<file path="config.mk">
export PLATFORM = sky130hd
export DESIGN_NAME = spin_lock_seq
export DESIGN_NICKNAME = d
export VERILOG_FILES = /design/src/rtl/spin_lock_pkg.sv /design/src/rtl/spin_sat_cnt.sv /design/src/rtl/spin_lock_fsm.sv /design/src/rtl/spin_lock_seq.sv
export SDC_FILE = /design/constraint.sdc
export NUM_CORES = 1
export LEC_CHECK = 0
export BUFFER_PORTS_ARGS = -buffer_cell sky130_fd_sc_hd__buf_2
export CORE_MARGIN = 4
export CORE_UTILIZATION = 32
export CTS_BUF_LIST = sky130_fd_sc_hd__clkbuf_4
export DETAILED_ROUTE_END_ITERATION = 12
export PLACE_DENSITY_LB_ADDON = 0.2
export SLEW_MARGIN = 15
export SYNTH_ARGS = -nofsm -noshare
export SYNTH_HDL_FRONTEND = slang
export SYNTH_SLANG_ARGS = --single-unit
export TNS_END_PERCENT = 50
</file>
<file path="constraint.sdc">
create_clock -name clk_i -period 2.71 [get_ports clk_i]
set_clock_uncertainty 0.2 [all_clocks]
set_input_delay 0.271 -clock clk_i [delete_from_list [all_inputs] [get_ports clk_i]]
set_output_delay 0.271 -clock clk_i [all_outputs]
set_load 0.05 [all_outputs]
</file>
<file path="src/rtl/spin_lock_pkg.sv">
package spin_lock_pkg;
  typedef enum logic [1:0] {
    MEM_RD   = 2'd0,
    MEM_WR   = 2'd1,
    MEM_SWAP = 2'd2
  } mem_op_e;

  typedef enum logic [2:0] {
    ST_IDLE,
    ST_RD_REQ,
    ST_RD_WAIT,
    ST_SW_REQ,
    ST_SW_WAIT,
    ST_HELD,
    ST_WR_REQ,
    ST_WR_WAIT
  } seq_state_e;
endpackage

</file>
<file path="src/rtl/spin_sat_cnt.sv">
module spin_sat_cnt #(
  parameter int unsigned CNT_W = 8
) (
  input  logic             clk_i,
  input  logic             rst_ni,
  input  logic             inc_i,
  output logic [CNT_W-1:0] cnt_o
);
  localparam logic [CNT_W-1:0] CntMax = {CNT_W{1'b1}};

  always_ff @(posedge clk_i or negedge rst_ni) begin
    if (!rst_ni) begin
      cnt_o <= '0;
    end else if (inc_i && cnt_o != CntMax) begin
      cnt_o <= cnt_o + 1'b1;
    end
  end
endmodule

</file>
<file path="src/rtl/spin_lock_fsm.sv">
module spin_lock_fsm
  import spin_lock_pkg::*;
#(
  parameter int unsigned DATA_W = 32
) (
  input  logic              clk_i,
  input  logic              rst_ni,
  input  logic              acq_i,
  input  logic              rel_i,
  input  logic              mem_ready_i,
  input  logic              mem_rvalid_i,
  input  logic [DATA_W-1:0] mem_rdata_i,
  output logic              mem_req_o,
  output logic [1:0]        mem_op_o,
  output logic [DATA_W-1:0] mem_wdata_o,
  output logic              granted_o,
  output logic              err_o,
  output logic              swap_fail_o
);
  localparam logic [DATA_W-1:0] Unlocked = '0;
  localparam logic [DATA_W-1:0] Locked   = DATA_W'(1);

  seq_state_e state_q, state_d;
  logic       err_q;
  logic       rd_free;

  assign rd_free = (mem_rdata_i == Unlocked);

  always_comb begin
    state_d = state_q;
    unique case (state_q)
      ST_IDLE:    if (acq_i) state_d = ST_RD_REQ;
      ST_RD_REQ:  if (mem_ready_i) state_d = ST_RD_WAIT;
      ST_RD_WAIT: if (mem_rvalid_i) state_d = rd_free ? ST_SW_REQ : ST_RD_REQ;
      ST_SW_REQ:  if (mem_ready_i) state_d = ST_SW_WAIT;
      ST_SW_WAIT: if (mem_rvalid_i) state_d = rd_free ? ST_HELD : ST_RD_REQ;
      ST_HELD:    if (rel_i) state_d = ST_WR_REQ;
      ST_WR_REQ:  if (mem_ready_i) state_d = ST_WR_WAIT;
      ST_WR_WAIT: if (mem_rvalid_i) state_d = ST_IDLE;
      default:    state_d = ST_IDLE;
    endcase
  end

  always_ff @(posedge clk_i or negedge rst_ni) begin
    if (!rst_ni) begin
      state_q <= ST_IDLE;
      err_q   <= 1'b0;
    end else begin
      state_q <= state_d;
      err_q   <= rel_i && !granted_o;
    end
  end

  always_comb begin
    mem_req_o   = 1'b0;
    mem_op_o    = MEM_RD;
    mem_wdata_o = Unlocked;
    unique case (state_q)
      ST_RD_REQ: mem_req_o = 1'b1;
      ST_SW_REQ: begin
        mem_req_o   = 1'b1;
        mem_op_o    = MEM_SWAP;
        mem_wdata_o = Locked;
      end
      ST_WR_REQ: begin
        mem_req_o = 1'b1;
        mem_op_o  = MEM_WR;
      end
      default: ;
    endcase
  end

  // grant covers the release write until its acknowledge
  assign granted_o   = (state_q == ST_HELD) || (state_q == ST_WR_REQ) ||
                       (state_q == ST_WR_WAIT);
  assign err_o       = err_q;
  assign swap_fail_o = (state_q == ST_SW_WAIT) && mem_rvalid_i && !rd_free;
endmodule

</file>
<file path="src/rtl/spin_lock_seq.sv">
module spin_lock_seq #(
  parameter int unsigned ADDR_W = 32,
  parameter int unsigned DATA_W = 32,
  parameter int unsigned CNT_W  = 8
) (
  input  logic              clk_i,
  input  logic              rst_ni,
  input  logic              acq_i,
  input  logic              rel_i,
  input  logic [ADDR_W-1:0] lock_addr_i,
  output logic              granted_o,
  output logic              err_o,
  output logic [CNT_W-1:0]  retry_cnt_o,
  output logic              mem_req_o,
  input  logic              mem_ready_i,
  output logic [1:0]        mem_op_o,
  output logic [ADDR_W-1:0] mem_addr_o,
  output logic [DATA_W-1:0] mem_wdata_o,
  input  logic              mem_rvalid_i,
  input  logic [DATA_W-1:0] mem_rdata_i
);
  logic swap_fail;

  spin_lock_fsm #(.DATA_W(DATA_W)) i_fsm (
    .clk_i       (clk_i),
    .rst_ni      (rst_ni),
    .acq_i       (acq_i),
    .rel_i       (rel_i),
    .mem_ready_i (mem_ready_i),
    .mem_rvalid_i(mem_rvalid_i),
    .mem_rdata_i (mem_rdata_i),
    .mem_req_o   (mem_req_o),
    .mem_op_o    (mem_op_o),
    .mem_wdata_o (mem_wdata_o),
    .granted_o   (granted_o),
    .err_o       (err_o),
    .swap_fail_o (swap_fail)
  );

  spin_sat_cnt #(.CNT_W(CNT_W)) i_retry (
    .clk_i (clk_i),
    .rst_ni(rst_ni),
    .inc_i (swap_fail),
    .cnt_o (retry_cnt_o)
  );

  assign mem_addr_o = lock_addr_i;
endmodule

</file>
==> run metrics <==
fin cells 210; H-Tree Depth 1; Post-Route WL 2690 µm; Final setup viols 0; Commonest cells post-synth buf_4, dfrtp_1, nor2_1; xor/xnor share of the synthesized area 5.01%; VDD IR max 0.319 mV; setup_tns 0 ps; Post-synth EDFFs 0; largest family of logic cells by synthesized area buffers and inverters; area added between synthesis and finish -2.86%; critical path arrival 1920 ps; TritonCTS Buffers 3; CP endpoint kind register; final critical-path required period 1970 ps; GP Congestion 0.782; Sink Count 12; fillcell total 409; gr ovfl total 0; total number of vias 877; fin crit share 72.6%; largest net degree at the start of global routing 13; Final Net Count 234; Synth area leaders buf_4, dfrtp_1, xor2_1; routed vias/inst 4.18; CTS tree yes; clock root cell clkbuf_4; vias in the first global route 905; MaxCap Viol Count 0; Ant. Diodes 0; largest area contributor in the netlist buf_4; Post-Synth Adder-Cell Area 1.02%; Resize count post-CTS 0; worst skew pair latency 270 ps; count leader, synth buf_4; maximum buffer depth of the clock tree 2; PortBufs 51; P per Cell Area 851 nW/µm²; post-synthesis compound-gate area fraction 9.20%; status finished clean; WS Path Type register to register; Syn. warnings 0; startpoint types register; share of synthesized flip-flops with an asynchronous set or reset 100%; initial drt markers 47; Cell Area, Synth 1220 µm²; register area share after synthesis 24.5%; worst hold path type input pin to register; Detail Route Antenna Nets 0; num rows 22; share of the synthesized area in the top cell type 38.7%; Simple-Gate Fraction of Synth Area 15.6%; clock-pin slew on the worst setup and hold paths 70 ps; first-pass iteration count of the detailed router 4; total die area 4880 µm²; GRT Total Usage 10.1%; HPWL after DPL 2320 µm; first-pass GRT wire length 4120 µm; Final Hold Fails 0; chip width 69.8 µm; placed cells 205; IO Pins 147; #FFs+latches synth 12; WP data required 2670 ps; Post-Syn Instances 142; CP Max Fanout 8; ys flop type dfrtp_1; Die Y 69.8 µm; DRC 0; multiplexer area fraction after synthesis 2.86%; antenna violations before repair 0; static leakage 0.673 nW; share of layout cells above drive strength 1 37.0%; f_max 509 MHz; Synth Area per Inst 8.62 µm²; per-cell routed wire length 12.8 µm; final slew viol count 0; Starting Density 33.2%; unrepaired setup endpoints after global routing no; Synth cell types 30; Core ar. 3690 µm²
[routing by layer]
| layer | global-route usage (%) | vias to the layer above | wire length (µm) |
|---|---|---|---|
| met4 | 7.02 | 0 | 133 |
| met3 | 3.19 | 28 | 233 |
| met2 | 17.0 | 22 | 1380 |
| met5 | 0 | - | 0 |
| li1 | - | 426 | - |
| met1 | 10.5 | 401 | 946 |
[path summary, 6_finish.rpt]
kind,endpoint,cells past startpoint,from,slack (ps)
setup / recovery,i_retry.cnt_o[1],5,i_retry.cnt_o[0],740
min in group asynchronous,i_retry.cnt_o[2],2,rst_ni,210
hold reg to reg,i_retry.cnt_o[5],1,i_retry.cnt_o[5],300
setup reg to reg,i_retry.cnt_o[1],5,i_retry.cnt_o[0],740
max in group asynchronous,i_fsm.state_q[2],2,rst_ni,1880
hold / removal,i_fsm.err_o,2,rel_i,80
[through the flow]
step           hold slack, ps  area, µm²  util (%)  power [mW]  worst slack [ps]
3_5_place_dp            -27.7       1150      31.2       0.907               753
4_1_cts                  71.1       1190      32.2        1.02               737
5_1_grt                  71.8       1190      32.2        1.08               652
2_1_floorplan            -225       1340         -       0.972               483
3_3_place_gp            -34.7       1150      31.2       0.905               813
6_report                 78.3       1190      32.2        1.01               744
[critical path, cell delays in order, from the launching register on]
cell      delay, ps
dfrtp_1         420
ha_1            190
nand3_1         120
o311a_2         440
o211ai_4        160
mux2_4          330
[repair_timing]
item | 4_1_cts | 5_1_grt
buffers inserted | 0 | 0
hold buffers | 1 | 0
hold endpoints to repair | 12 | 0
setup endpoints to repair | 0 | 0
[area by class of cell]
class                      count  area [µm²]  share of cell area [%]
clock buffer                   3        22.5                    1.89
clock inverter                 1        3.75                   0.316
inverter                       2        7.51                   0.632
multi-input combinational     92         529                    44.5
sequential                    12         300                    25.3
tap                           48        60.1                    5.05
timing repair buffer          52         265                    22.3
[power by group]
group          total (mW)  switching [mW]  leakage, nW  internal (mW)
Combinational       0.581           0.419        0.501          0.163
Clock               0.111          0.0573       0.0154         0.0532
Sequential          0.319          0.0960        0.157          0.223
Total                1.01           0.572        0.673          0.439
[flip-flops by register name, summed over array words and instances, names as in the netlist]
name           cells
i_retry.cnt_o      8
i_fsm.err_o        1
i_fsm.state_q      3
[cell families after synthesis]
logic type,after synthesis
buf+inv,68
simple gates,35
compound gates,15
flops,12
xor+xnor,7
mux,3
fa+ha+maj,1
other cells,1
[cell usage in the layout, fill, tap and decap left out, types with 2 or more instances in the layout]
| cell | count |
|---|---|
| nand4_1 | 2 |
| xor2_1 | 6 |
| nor2_1 | 11 |
| mux2i_1 | 2 |
| clkbuf_4 | 3 |
| inv_1 | 2 |
| nand3_1 | 2 |
| buf_2 | 51 |
| a21oi_1 | 7 |
| nor4_1 | 8 |
| conb_1 | 31 |
| nor3_1 | 2 |
| dfrtp_1 | 12 |
| nand2_1 | 6 |
(Power assumes the default switching activity.)
